### src/rtl/bb_pkg.sv
package bb_pkg;
  localparam int DW       = 32;
  localparam int AW       = 32;
  localparam int BIT_W    = $clog2(DW);
  localparam int TGT_LOG2 = 20;
  localparam int ALIAS_LOG2 = TGT_LOG2 + BIT_W;
  localparam int NWIN     = 2;

  localparam logic [AW-1:0] ALIAS_BASE [NWIN] = '{32'h2200_0000, 32'h4200_0000};
  localparam logic [AW-1:0] TGT_BASE   [NWIN] = '{32'h2000_0000, 32'h4000_0000};

  typedef enum logic [2:0] {
    S_IDLE,
    S_PASS,
    S_ARD,
    S_RRD,
    S_RWR,
    S_RESP
  } seq_state_t;
endpackage

### src/rtl/bb_decode.sv
module bb_decode
  import bb_pkg::*;
(
  input  logic [AW-1:0]    addr,
  output logic             hit,
  output logic             misalign,
  output logic [AW-1:0]    tgt_addr,
  output logic [BIT_W-1:0] bit_idx
);
  logic [NWIN-1:0] win_hit;
  logic [AW-1:0]   win_tgt [NWIN];

  for (genvar w = 0; w < NWIN; w++) begin : g_win
    assign win_hit[w] = (addr[AW-1:ALIAS_LOG2] == ALIAS_BASE[w][AW-1:ALIAS_LOG2]);
    assign win_tgt[w] = TGT_BASE[w] |
                        {{(AW-TGT_LOG2){1'b0}}, addr[ALIAS_LOG2-1:BIT_W+2], 2'b00};
  end

  always_comb begin
    hit      = 1'b0;
    tgt_addr = '0;
    for (int w = 0; w < NWIN; w++) begin
      if (win_hit[w]) begin
        hit      = 1'b1;
        tgt_addr = tgt_addr | win_tgt[w];
      end
    end
  end

  assign bit_idx  = addr[BIT_W+1:2];
  assign misalign = |addr[1:0];
endmodule

### src/rtl/bb_bitmerge.sv
module bb_bitmerge
  import bb_pkg::*;
(
  input  logic [DW-1:0]    old_word,
  input  logic [BIT_W-1:0] sel,
  input  logic             val,
  output logic [DW-1:0]    new_word,
  output logic             sel_bit
);
  logic [DW-1:0] pick;

  for (genvar i = 0; i < DW; i++) begin : g_bit
    assign pick[i]     = (sel == BIT_W'(i));
    assign new_word[i] = pick[i] ? val : old_word[i];
  end

  assign sel_bit = |(pick & old_word);
endmodule

### src/rtl/bb_seq.sv
module bb_seq
  import bb_pkg::*;
(
  input  logic             clk,
  input  logic             rst_n,
  input  logic             m_req,
  input  logic             m_we,
  input  logic [AW-1:0]    m_addr,
  input  logic [DW-1:0]    m_wdata,
  input  logic             dec_hit,
  input  logic             dec_misalign,
  input  logic [AW-1:0]    dec_tgt,
  input  logic [BIT_W-1:0] dec_bit,
  output logic [DW-1:0]    m_rdata,
  output logic             m_ready,
  output logic             m_err,
  output logic             t_req,
  output logic             t_we,
  output logic [AW-1:0]    t_addr,
  output logic [DW-1:0]    t_wdata,
  input  logic [DW-1:0]    t_rdata,
  input  logic             t_ack,
  output logic             t_lock
);
  seq_state_t       state_q, state_d;
  logic             we_q, we_d;
  logic             alias_q, alias_d;
  logic [AW-1:0]    addr_q, addr_d;
  logic [DW-1:0]    wdata_q, wdata_d;
  logic [BIT_W-1:0] bit_q, bit_d;
  logic [DW-1:0]    rsp_q, rsp_d;
  logic             err_q, err_d;
  logic [DW-1:0]    merged;
  logic             sel_bit;

  bb_bitmerge u_merge (
    .old_word (t_rdata),
    .sel      (bit_q),
    .val      (wdata_q[0]),
    .new_word (merged),
    .sel_bit  (sel_bit)
  );

  always_comb begin
    state_d = state_q;
    we_d    = we_q;
    alias_d = alias_q;
    addr_d  = addr_q;
    wdata_d = wdata_q;
    bit_d   = bit_q;
    rsp_d   = rsp_q;
    err_d   = err_q;
    unique case (state_q)
      S_IDLE: begin
        if (m_req) begin
          we_d    = m_we;
          alias_d = dec_hit;
          bit_d   = dec_bit;
          wdata_d = m_wdata;
          err_d   = 1'b0;
          rsp_d   = '0;
          if (dec_hit && dec_misalign) begin
            err_d   = 1'b1;
            state_d = S_RESP;
          end else if (dec_hit) begin
            addr_d  = dec_tgt;
            state_d = m_we ? S_RRD : S_ARD;
          end else begin
            addr_d  = m_addr;
            state_d = S_PASS;
          end
        end
      end
      S_PASS: begin
        if (t_ack) begin
          rsp_d   = we_q ? '0 : t_rdata;
          state_d = S_RESP;
        end
      end
      S_ARD: begin
        if (t_ack) begin
          rsp_d   = {{(DW-1){1'b0}}, sel_bit};
          state_d = S_RESP;
        end
      end
      S_RRD: begin
        if (t_ack) begin
          wdata_d = merged;
          state_d = S_RWR;
        end
      end
      S_RWR: begin
        if (t_ack) begin
          rsp_d   = '0;
          state_d = S_RESP;
        end
      end
      S_RESP: state_d = S_IDLE;
      default: state_d = S_IDLE;
    endcase
  end

  always_ff @(posedge clk or negedge rst_n) begin
    if (!rst_n) begin
      state_q <= S_IDLE;
      we_q    <= 1'b0;
      alias_q <= 1'b0;
      addr_q  <= '0;
      wdata_q <= '0;
      bit_q   <= '0;
      rsp_q   <= '0;
      err_q   <= 1'b0;
    end else begin
      state_q <= state_d;
      we_q    <= we_d;
      alias_q <= alias_d;
      addr_q  <= addr_d;
      wdata_q <= wdata_d;
      bit_q   <= bit_d;
      rsp_q   <= rsp_d;
      err_q   <= err_d;
    end
  end

  assign t_req   = (state_q == S_PASS) || (state_q == S_ARD) ||
                   (state_q == S_RRD)  || (state_q == S_RWR);
  assign t_we    = ((state_q == S_PASS) && we_q) || (state_q == S_RWR);
  assign t_addr  = addr_q;
  assign t_wdata = wdata_q;
  assign t_lock  = (state_q == S_RRD) || (state_q == S_RWR);
  assign m_ready = (state_q == S_RESP);
  assign m_err   = m_ready && err_q;
  assign m_rdata = m_ready ? rsp_q : '0;

  // lock is continuous from the locked read into the locked write
  a_r5_lock_held: assert property (@(posedge clk) disable iff (!rst_n)
    (t_lock && t_ack && !t_we) |=> (t_lock && t_req && t_we));

  // the write-back differs from the word read in at most one bit
  a_r4_one_bit: assert property (@(posedge clk) disable iff (!rst_n)
    (t_lock && t_ack && !t_we) |=> ($countones(t_wdata ^ $past(t_rdata)) <= 1));

  // a target request is held until acknowledged
  a_r6_req_held: assert property (@(posedge clk) disable iff (!rst_n)
    (t_req && !t_ack) |=> t_req);

  // a completion pulse lasts one cycle
  a_r6_ready_pulse: assert property (@(posedge clk) disable iff (!rst_n)
    m_ready |=> !m_ready);

  // an error response carries no data
  a_r7_err_resp: assert property (@(posedge clk) disable iff (!rst_n)
    m_err |-> (m_ready && (m_rdata == '0)));

  // alias read data is confined to bit 0
  a_r3_alias_rd: assert property (@(posedge clk) disable iff (!rst_n)
    (m_ready && alias_q && !we_q) |-> (m_rdata[DW-1:1] == '0));
endmodule

### src/rtl/bitband_bridge.sv
module bitband_bridge
  import bb_pkg::*;
(
  input  logic          clk,
  input  logic          rst_n,
  input  logic          m_req,
  input  logic          m_we,
  input  logic [31:0]   m_addr,
  input  logic [31:0]   m_wdata,
  output logic [31:0]   m_rdata,
  output logic          m_ready,
  output logic          m_err,
  output logic          t_req,
  output logic          t_we,
  output logic [31:0]   t_addr,
  output logic [31:0]   t_wdata,
  input  logic [31:0]   t_rdata,
  input  logic          t_ack,
  output logic          t_lock
);
  logic [1:0]       rst_sync_q;
  logic             rst_int_n;
  logic             dec_hit;
  logic             dec_misalign;
  logic [AW-1:0]    dec_tgt;
  logic [BIT_W-1:0] dec_bit;

  always_ff @(posedge clk or negedge rst_n) begin
    if (!rst_n) rst_sync_q <= 2'b00;
    else        rst_sync_q <= {rst_sync_q[0], 1'b1};
  end
  assign rst_int_n = rst_sync_q[1];

  bb_decode u_dec (
    .addr     (m_addr),
    .hit      (dec_hit),
    .misalign (dec_misalign),
    .tgt_addr (dec_tgt),
    .bit_idx  (dec_bit)
  );

  bb_seq u_seq (
    .clk          (clk),
    .rst_n        (rst_int_n),
    .m_req        (m_req),
    .m_we         (m_we),
    .m_addr       (m_addr),
    .m_wdata      (m_wdata),
    .dec_hit      (dec_hit),
    .dec_misalign (dec_misalign),
    .dec_tgt      (dec_tgt),
    .dec_bit      (dec_bit),
    .m_rdata      (m_rdata),
    .m_ready      (m_ready),
    .m_err        (m_err),
    .t_req        (t_req),
    .t_we         (t_we),
    .t_addr       (t_addr),
    .t_wdata      (t_wdata),
    .t_rdata      (t_rdata),
    .t_ack        (t_ack),
    .t_lock       (t_lock)
  );
endmodule

### config.mk
export PLATFORM = sky130hd
export DESIGN_NAME = bitband_bridge
export DESIGN_NICKNAME = d
export VERILOG_FILES = /design/src/rtl/bb_pkg.sv /design/src/rtl/bb_decode.sv /design/src/rtl/bb_bitmerge.sv /design/src/rtl/bb_seq.sv /design/src/rtl/bitband_bridge.sv
export SDC_FILE = /design/constraint.sdc
export NUM_CORES = 1
export LEC_CHECK = 0
export CORE_UTILIZATION = 35
export DETAILED_ROUTE_END_ITERATION = 10
export GPL_ROUTABILITY_DRIVEN = 0
export PLACE_DENSITY = 0.74
export SLEW_MARGIN = 20
export SYNTH_ARGS = -nofsm -noshare
export SYNTH_HDL_FRONTEND = slang
export SYNTH_HIERARCHICAL = 1
export SYNTH_SLANG_ARGS = --single-unit
### constraint.sdc
create_clock -name clk -period 5 [get_ports clk]
set_clock_uncertainty 0.1 [all_clocks]
set_input_delay 0.5 -clock clk [delete_from_list [all_inputs] [get_ports clk]]
set_output_delay 0.5 -clock clk [all_outputs]
set_load 0.005 [all_outputs]
Word-level counts from Yosys, hierarchy flattened
Cells that the tools add are included.
{"block": "totals", "output_inout_bits": 101, "romBits": 0, "in_bits": 101, "n_memories": 0, "ramBits": 0, "latch_bits": 0, "ff_bits": 108}
{"block": "classes", "n_addsub": 0, "n_reduce_logical": 21, "shift": 0, "n_mux": 55, "n_eq_ne": 45, "n_mul": 0, "order_cmp": 0, "n_div": 0, "bitwise": 3}
{"operator": "$mux 32", "count": 10}
{"operator": "$pmux 32 s4", "count": 1}
{"operator": "$eq 5x5->1 const B", "count": 16}
{"operator": "$pmux 32 s2", "count": 1}
{"operator": "$eq 5x4->1 const B", "count": 8}
{"operator": "$mux 1", "count": 36}
{"operator": "$and 32x32->32", "count": 1}
{"operator": "$or 32x31->32", "count": 1}
{"operator": "$reduce_or 32->1", "count": 1}
{"operator": "$mux 30", "count": 1}
{"operator": "$eq 5x3->1 const B", "count": 4}
{"operator": "$mux 3", "count": 5}
{"operator": "$ne 2x2->1 const B", "count": 6}
{"operator": "$eq 5x2->1 const B", "count": 2}
{"operator": "$pmux 3 s3", "count": 1}
{"operator": "$reduce_and 3->1", "count": 3}
{"operator": "$eq 7x5->1 const B", "count": 1}
{"operator": "$eq 7x6->1 const B", "count": 1}
{"operator": "$eq 3x2->1 const B", "count": 2}
{"operator": "$eq 3x3->1 const B", "count": 2}
{"operator": "$eq 5x1->1 const B", "count": 1}
{"operator": "$logic_not 5->1", "count": 1}
{"operator": "$logic_or 1x1->1", "count": 5}
{"operator": "$reduce_and 5->1", "count": 1}
{"operator": "other kinds (11)", "count": 13}

Depth between registers and ports, before layout
Gate-level depths: netlist (run 1).
{"block": "depth", "depth_word": 7, "mapped_depth": 10, "ltp_nobuf": 8}

Cells and area by module
Netlist (run 1), hierarchy kept.
{"module": "bb_seq", "area_each_um2": 5720.5, "seq_area_each_um2": 2652.5, "cells_per_inst": 475, "n_inst": 1}
{"module": "bb_bitmerge", "area_each_um2": 984.7, "seq_area_each_um2": 0.0, "cells_per_inst": 134, "n_inst": 1}
{"module": "bb_decode", "area_each_um2": 394.1, "seq_area_each_um2": 0.0, "cells_per_inst": 49, "n_inst": 1}
{"module": "bitband_bridge", "area_each_um2": 53.8, "seq_area_each_um2": 50.0, "cells_per_inst": 3, "n_inst": 1}

Worst setup path after synthesis (run 1)
OpenSTA, ideal clock, no wires.
{"block": "synth_timing", "path_kind": "input -> register", "startpoint": "in m_addr[30]", "endpoint": "reg u_seq.addr_q[10], in the netlist u_seq/t_addr[10]", "path_stages": 9, "t_required_ns": 4.818, "arrival_ns": 2.294, "path_slack_ns": 2.524, "cell_sequence": "xnor2_1 buf_4 nor3_1 buf_2 nand2_1 clkbuf_1 clkbuf_1 a21oi_1 a31oi_1"}
{"block": "synth_between", "elab_chain_cells": 6, "elab_cells_between_ends": 11, "cone_classes": "2 x eq/ne; 5 x mux; 2 x bitwise; 2 x reduce/logical"}
{"element": "start: declaration", "line_no": "bitband_bridge.sv:8", "rtl": "input logic [31:0] m_addr,"}
{"element": "$eq 7x5->1", "line_no": "bb_decode.sv:14", "rtl": "assign win_hit[w] = (addr[AW-1:ALIAS_LOG2] == ALIAS_BASE[w][AW-1:ALIAS_LOG2]);"}
{"element": "$mux 1", "line_no": "bb_decode.sv:23", "rtl": "if (win_hit[w]) begin"}
{"element": "$mux 1 (*)", "line_no": "bb_decode.sv:23"}
{"element": "via dec_hit", "line_no": "bitband_bridge.sv:23", "rtl": "logic dec_hit;"}
{"element": "$logic_and 1x1->1", "line_no": "bb_seq.sv:62", "rtl": "if (dec_hit && dec_misalign) begin"}
{"element": "$not 1->1 (no source line)"}
{"element": "$reduce_and 3->1 (no source line)"}
{"element": "end signal: assignment", "line_no": "bb_seq.sv:117", "rtl": "addr_q <= addr_d;"}
{"element": "end: declaration", "line_no": "bb_seq.sv:28", "rtl": "logic [AW-1:0] addr_q, addr_d;"}
Mark *: on every way through the listed nets, which the timed path passes. The rest lies on a longest branch.
A chain may end at the register's enable or synchronous reset.

Worst setup path in the final report (run 1)
{"block": "layout_timing", "startpoint": "reg u_seq.state_q[2]", "endpoint": "out m_rdata[22]"}
{"block": "layout_between", "elab_chain_cells": 2}
{"element": "start: declaration", "line_no": "bb_seq.sv:25", "rtl": "seq_state_t state_q, state_d;"}
{"element": "start signal: assignment", "line_no": "bb_seq.sv:114", "rtl": "state_q <= state_d;"}
{"element": "$eq 3x3->1", "line_no": "bb_seq.sv:131", "rtl": "assign m_ready = (state_q == S_RESP);"}
{"element": "$mux 32", "line_no": "bb_seq.sv:133", "rtl": "assign m_rdata = m_ready ? rsp_q : '0;"}
{"element": "end: declaration", "line_no": "bitband_bridge.sv:10", "rtl": "output logic [31:0] m_rdata,"}
Every way passes these cells.

==> run summary, run 1 <==
maximum number of pins on one net before global-route repair -> 73
Critical Path RT -> 4.40 ns
kind of path behind the tightest hold check -> in -> async
Detail Placement HPWL -> 14630 um
count of mapped cells out of synthesis -> 661
wire length after detailed routing -> 20390 um
vias in the first global route -> 5563
number of top-level pins -> 202
buffers inserted during post-CTS setup optimization -> 0
crit path DAT -> 2.82 ns
Met1 Wirelength -> 8884 um
overall die height -> 145.0 um
CTS hold repair buffers -> 0
CTS tree -> done
initial core utilization -> 0.3628
type of the worst setup path -> reg -> out
Cell Rows -> 51
number of clock sinks -> 108
highest routed metal layer -> met4
outcome -> finished, final reports clean
number of failing hold endpoints at the final stage -> 0
routed length per instance -> 18.72 um
total clock buffers created by CTS -> 9
Peak supply drop -> 0.2198 mV
overall fraction of global-route tracks in use -> 0.1971
horizontal extent of the die -> 145.0 um
post-synthesis sequential element count -> 108
number of enable-type register cells in the synthesized netlist -> 0
Worst-Margin Slew -> 0.9928 ns
net count reported at finish -> 918
relative max-transition margin -> 0.3382
fraction of final layout cells with drive strength greater than 1 -> 0.1813
setup TNS after final layout -> 0 ns
Clock transition at path regs -> 0.07 ns
met3 WL post-DR -> 1654 um
final setup violation count -> 0
Max Clk Rate -> 292.6 MHz
Clock Tree Buf Depth -> 2
detailed-router iteration count before antenna repair -> 5
Avg Inst Size Synth -> 10.82 sq um
Max FO, Critical Path -> 34
Synth cell types -> 56
met2 wire length -> 9502 um
final core occ -> 0.4767
clock latency on the worst-skew pair -> 0.35 ns
CP endpoint kind -> output port
count of max-cap constraint violations -> 0
DRT iter0 DRCs -> 352
vias per cell -> 5.091
Clock H-tree levels -> 3
Pwr per Cell Area -> 499.5 nW/um^2
Port-buffer cells -> 201
DIE AREA -> 21010 sq um
first-pass GRT wire length -> 32370 um
fraction of the yosys area taken by sequential cells -> 0.3778
post-layout minimum cycle time -> 3.417 ns
Syn. warnings -> 6
final worst path period share -> 0.6835
Post-Syn Area -> 7153 sq um
Detail Route Antenna Nets -> 0
Final Max Slew Viols -> 0
count of cells resized by post-cts repair -> 0
RSZ-0062 raised after global routing -> no
area of the core region -> 19720 sq um
Leakage Power -> 3.766 nW
area growth from synthesis to final layout -> 31.40%
DRC viols -> 0
Post-synth top flop -> sky130_fd_sc_hd__dfrtp_1
count of fill cells added during filler insertion -> 1822
initial antenna violation count -> 1
critical path startpoint category -> flip-flop
Synth async-reset ratio -> 1.000
detailed-route via count -> 5544
clock tree root buffer cell -> sky130_fd_sc_hd__clkbuf_16
leftover overflow at the end of global routing -> 0
-- through the flow --
stage	power, mW	instances	hold slack [ns]	setup WS, ns	area (sq um)
after floorplan	2.986	672	0.1044	1.669	7194
after global placement	3.846	1071	0.2342	1.785	9051
after detailed placement	3.898	1071	0.2389	1.634	9051
after CTS	4.727	1087	0.1912	1.535	9389
after global routing	4.991	1088	0.2033	1.360	9397
final	4.695	1089	0.2054	1.583	9399
-- cells by family after synthesis --
group                     count (synthesis)  share of synthesized area
muxes                                   178                     0.3010
buffers and inverters                   109                    0.09796
xor gates and xnor gates                  2                   0.002449
other                                     2                   0.001050
DFF                                     108                     0.3778
and+or+nand+nor                         172                     0.1454
AOI/OAI and AO/OA                        90                    0.07434
-- synthesized netlist by cell type, types with 5 or more instances --
master                       n  area [sq um]
sky130_fd_sc_hd__dfrtp_1   108          2703
sky130_fd_sc_hd__mux2i_1    70         700.7
sky130_fd_sc_hd__mux2_4     60         900.9
sky130_fd_sc_hd__nand2_1    57         214.0
sky130_fd_sc_hd__mux2_2     45         506.7
sky130_fd_sc_hd__a21oi_1    37         185.2
sky130_fd_sc_hd__a31oi_1    36         225.2
sky130_fd_sc_hd__inv_1      35         131.4
sky130_fd_sc_hd__and2_1     33         206.5
sky130_fd_sc_hd__buf_4      29         217.7
sky130_fd_sc_hd__nor4b_1    18         157.7
sky130_fd_sc_hd__clkbuf_1   17         63.81
sky130_fd_sc_hd__nor2_1     15         56.30
sky130_fd_sc_hd__buf_2      10         50.05
sky130_fd_sc_hd__nand3_1     9         45.04
sky130_fd_sc_hd__buf_6       7         78.83
sky130_fd_sc_hd__buf_12      6         120.1
sky130_fd_sc_hd__nand3b_1    6         45.04
sky130_fd_sc_hd__o21ai_0     5         25.02
-- cells in the final DEF (no fill, tap or decap), types with 2 or more instances in the layout --
cell                              synthesis  final
sky130_fd_sc_hd__a21oi_1                 37     37
sky130_fd_sc_hd__a31oi_1                 36     36
sky130_fd_sc_hd__and2_1                  33     33
sky130_fd_sc_hd__and4bb_2                 2      2
sky130_fd_sc_hd__buf_4                   29      7
sky130_fd_sc_hd__bufinv_16                0      2
sky130_fd_sc_hd__clkbuf_16                0      9
sky130_fd_sc_hd__clkbuf_8                 2      3
sky130_fd_sc_hd__clkdlybuf4s50_1          0    201
sky130_fd_sc_hd__conb_1                   2     13
sky130_fd_sc_hd__dfrtp_1                108    107
sky130_fd_sc_hd__diode_2                  0      2
sky130_fd_sc_hd__inv_1                   35     35
sky130_fd_sc_hd__mux2_1                   2      2
sky130_fd_sc_hd__mux2_2                  45     45
sky130_fd_sc_hd__mux2_4                  60     60
sky130_fd_sc_hd__mux2i_1                 70     70
sky130_fd_sc_hd__nand2_1                 57     56
sky130_fd_sc_hd__nand2b_1                 4      4
sky130_fd_sc_hd__nand3_1                  9      9
sky130_fd_sc_hd__nand3_2                  2      2
sky130_fd_sc_hd__nand3b_1                 6      6
sky130_fd_sc_hd__nor2_1                  15     15
sky130_fd_sc_hd__nor2b_1                  2      2
sky130_fd_sc_hd__nor3_1                   4      3
sky130_fd_sc_hd__nor3_2                   1      2
sky130_fd_sc_hd__nor3b_2                  3      3
sky130_fd_sc_hd__nor4b_1                 18     18
sky130_fd_sc_hd__nor4b_4                  0      2
sky130_fd_sc_hd__o21ai_0                  5      5
sky130_fd_sc_hd__o21ai_1                  3      3
sky130_fd_sc_hd__xnor2_1                  2      2
-- critical path, stage by stage (launching register included) --
cell and delay (ns):
sky130_fd_sc_hd__dfrtp_1 0.74, sky130_fd_sc_hd__and3_1 0.92, sky130_fd_sc_hd__and2_1 0.28, sky130_fd_sc_hd__clkdlybuf4s50_1 0.51
-- power by group --
part,switching [mW],internal (mW)
Combinational,0.887,1.30
Clock,0.326,0.481
Sequential,0.420,1.28
-- layout make-up --
class                      instances  area [sq um]  area share
multi-input combinational        455          3822      0.4067
antenna                            2         5.005   0.0005325
clock inverter                     3         67.56    0.007189
inverter                          35         131.4     0.01398
timing repair buffer             208          2064      0.2196
sequential                       108          2706      0.2879
tap                              265         331.6     0.03528
clock buffer                      13         270.3     0.02875
-- per-layer routing --
metal  global-route usage  vias to the layer above
met5                    0                        -
met4              0.07128                        0
met3              0.05000                       26
met2               0.3099                      248
met1               0.2605                     2661
li1                     -                     2609
-- worst paths after layout --
kind | start | to | slack [ns] | depth (start not counted)
min in group clk | rst_sync_q[0] | rst_sync_q[1] | 0.25 | 0
worst max-delay path | u_seq/state_q[2] | m_rdata[22] | 1.58 | 3
worst min-delay path | rst_n | rst_sync_q[1] | 0.21 | 1
worst min register to register | rst_sync_q[0] | rst_sync_q[1] | 0.25 | 0
max in group asynchronous | rst_sync_q[1] | u_seq/rsp_q[22] | 3.33 | 1
worst max register to register | u_seq/state_q[1] | u_seq/t_wdata[15] | 2.15 | 4
-- sequential cells by signal (all words and copies together) (netlist names) --
register,cells
rst_sync_q,2
u_seq/t_wdata,32
u_seq/we_q,1
u_seq/rsp_q,32
u_seq/state_q,3
u_seq/bit_q,5
u_seq/t_addr,32
u_seq/err_q,1
(Power assumes the default switching activity.)
==> run 2, diff against run 1 <==
==> constraint.sdc (replaced) <==
create_clock -name clk -period 3.5 [get_ports clk]
set_clock_uncertainty 0.1 [all_clocks]
set_input_delay 0.35 -clock clk [delete_from_list [all_inputs] [get_ports clk]]
set_output_delay 0.35 -clock clk [all_outputs]
set_load 0.005 [all_outputs]
==> run 2 against run 1 <==
Cell count is 0.55% higher. Worst hold slack got worse by 0.15 ns. Clock power increased by 34%. Non-clock buffer count increased by 8. Combinational power rose by 45%. Utilization increased by 0.095 points. Power grew 42%. Via count is 1.1% higher. Largest cell class unchanged.
==> run summary, run 2 (synthesized netlist as in run 1, its figures left out) <==
outcome -> finished, final reports clean
DRC viols -> 0
final worst path period share -> 0.8508
area of the core region -> 19720 sq um
routed length per instance -> 18.58 um
CP endpoint kind -> output port
biggest cell delay along the critical path -> 0.69 ns
horizontal extent of the die -> 145.0 um
buffers inserted during post-CTS setup optimization -> 0
maximum number of pins on one net before global-route repair -> 66
total clock buffers created by CTS -> 9
initial antenna violation count -> 2
placed cell areas -> 9111 sq um
setup TNS after final layout -> 0 ns
critical path startpoint category -> flip-flop
Critical Path RT -> 3.05 ns
gate family responsible for the most delay along the worst path -> buffers and inverters
Max FO, Critical Path -> 26
Max Clk Rate -> 335.8 MHz
post-layout minimum cycle time -> 2.978 ns
area taken by multi-input logic gates -> 3817 sq um
count of fill cells added during filler insertion -> 1829
RSZ-0062 raised after global routing -> no
Clock H-tree levels -> 3
DRT iter0 DRCs -> 346
Cell Rows -> 51
number of inserted diodes -> 0
count of cells resized by post-cts repair -> 0
most common cell after layout, fill and taps aside -> sky130_fd_sc_hd__clkdlybuf4s50_1
relative max-transition margin -> 0.3701
Pwr per Cell Area -> 706.6 nW/um^2
number of top-level pins -> 202
Detail Placement HPWL -> 14650 um
final setup violation count -> 0
crit path DAT -> 2.53 ns
Leakage Power -> 3.791 nW
Final Max Slew Viols -> 0
detailed-router iteration count before antenna repair -> 5
CTS hold repair buffers -> 0
wire length after detailed routing -> 20350 um
kind of path behind the tightest hold check -> in -> async
vias per cell -> 5.121
Storage cell area -> 2706 sq um
overall die height -> 145.0 um
net count reported at finish -> 926
Worst Hold Margin -> 0.05528 ns
most frequent cells in the layout -> 201 x sky130_fd_sc_hd__clkdlybuf4s50_1, 107 x sky130_fd_sc_hd__dfrtp_1, 70 x sky130_fd_sc_hd__mux2i_1
detailed-route via count -> 5607
Bufs and invs on worst path -> 2
type of the worst setup path -> reg -> out
clock latency on the worst-skew pair -> 0.35 ns
first-pass GRT wire length -> 31820 um
number of clock sinks -> 108
CTS tree -> done
leftover overflow at the end of global routing -> 0
Clock Tree Buf Depth -> 2
count of max-cap constraint violations -> 0
fraction of final layout cells with drive strength greater than 1 -> 0.1904
Peak supply drop -> 0.3737 mV
post-route cell area -> 9418 sq um
overall fraction of global-route tracks in use -> 0.1958
Port-buffer cells -> 201
Detail Route Antenna Nets -> 0
initial core utilization -> 0.3628
Critical Path Slowest Stage Cell -> sky130_fd_sc_hd__dfrtp_1
sequence of cells on the critical path -> and3_1, buf_4, and2_1, clkdlybuf4s50_1
area growth from synthesis to final layout -> 31.66%
clock tree root buffer cell -> sky130_fd_sc_hd__clkbuf_16
Clock transition at path regs -> 0.08 ns
vias in the first global route -> 5482
Worst-Margin Slew -> 0.9449 ns
DIE AREA -> 21010 sq um
number of failing hold endpoints at the final stage -> 0
run 2: cell count changes in the layout (fill, tap and decap cells not counted), moves of 2 or more:
cell                       change
sky130_fd_sc_hd__inv_6         +3
sky130_fd_sc_hd__clkbuf_8      -3
sky130_fd_sc_hd__diode_2       -2
sky130_fd_sc_hd__buf_4         +8
run 2: final cells by class:
cell class / count / share of cell area
clock buffers: 9 / 0.02391
clock inverters: 7 / 0.008636
inverters: 35 / 0.01395
multi-input cells: 455 / 0.4053
flip-flops and latches: 108 / 0.2874
well taps: 265 / 0.03521
repair buffers: 216 / 0.2256
run 2: power breakdown:
group	leakage [nW]	total, mW	internal, mW	switching (mW)
registers	1.31	2.40	1.83	0.571
logic	2.33	3.18	1.89	1.29
clock network	0.153	1.08	0.569	0.511
run 2: worst register-to-register path: cells and delay by family (launching register included):
family / cells / cell delay [ns]
flops: 1 / 0.85
simple gates: 2 / 0.57
mux: 3 / 0.88
run 2: worst paths after layout:
path | start | to | slack [ns] | cells past startpoint
setup / recovery | u_seq/state_q[0] | m_err | 0.52 | 4
hold / removal | rst_n | rst_sync_q[0] | 0.06 | 1
setup reg to reg | u_seq/bit_q[3] | u_seq/t_wdata[12] | 0.98 | 5
hold reg to reg | rst_sync_q[1] | u_seq/t_wdata[6] | 0.18 | 0
max in group asynchronous | rst_sync_q[1] | u_seq/err_q | 2.25 | 1
min in group clk | rst_sync_q[0] | rst_sync_q[1] | 0.27 | 0
run 2: stage by stage:
step           std cells  setup slack (ns)    util  power (mW)
5_1_grt             1095            0.3234  0.4776       7.107
4_1_cts             1095            0.4904  0.4776       6.715
6_report            1095            0.5222  0.4776       6.654
3_3_place_gp        1079            0.7415  0.4621       5.537
2_1_floorplan        672            0.1686       -       4.265
3_5_place_dp        1079            0.6684  0.4621       5.593
run 2: layer usage:
layer	track usage	share of wire	vias up
met3	0.05755	0.085	29
li1	-	-	2624
met5	0	0.0010	-
met2	0.3063	0.46	240
met1	0.2591	0.43	2710
met4	0.05957	0.020	4
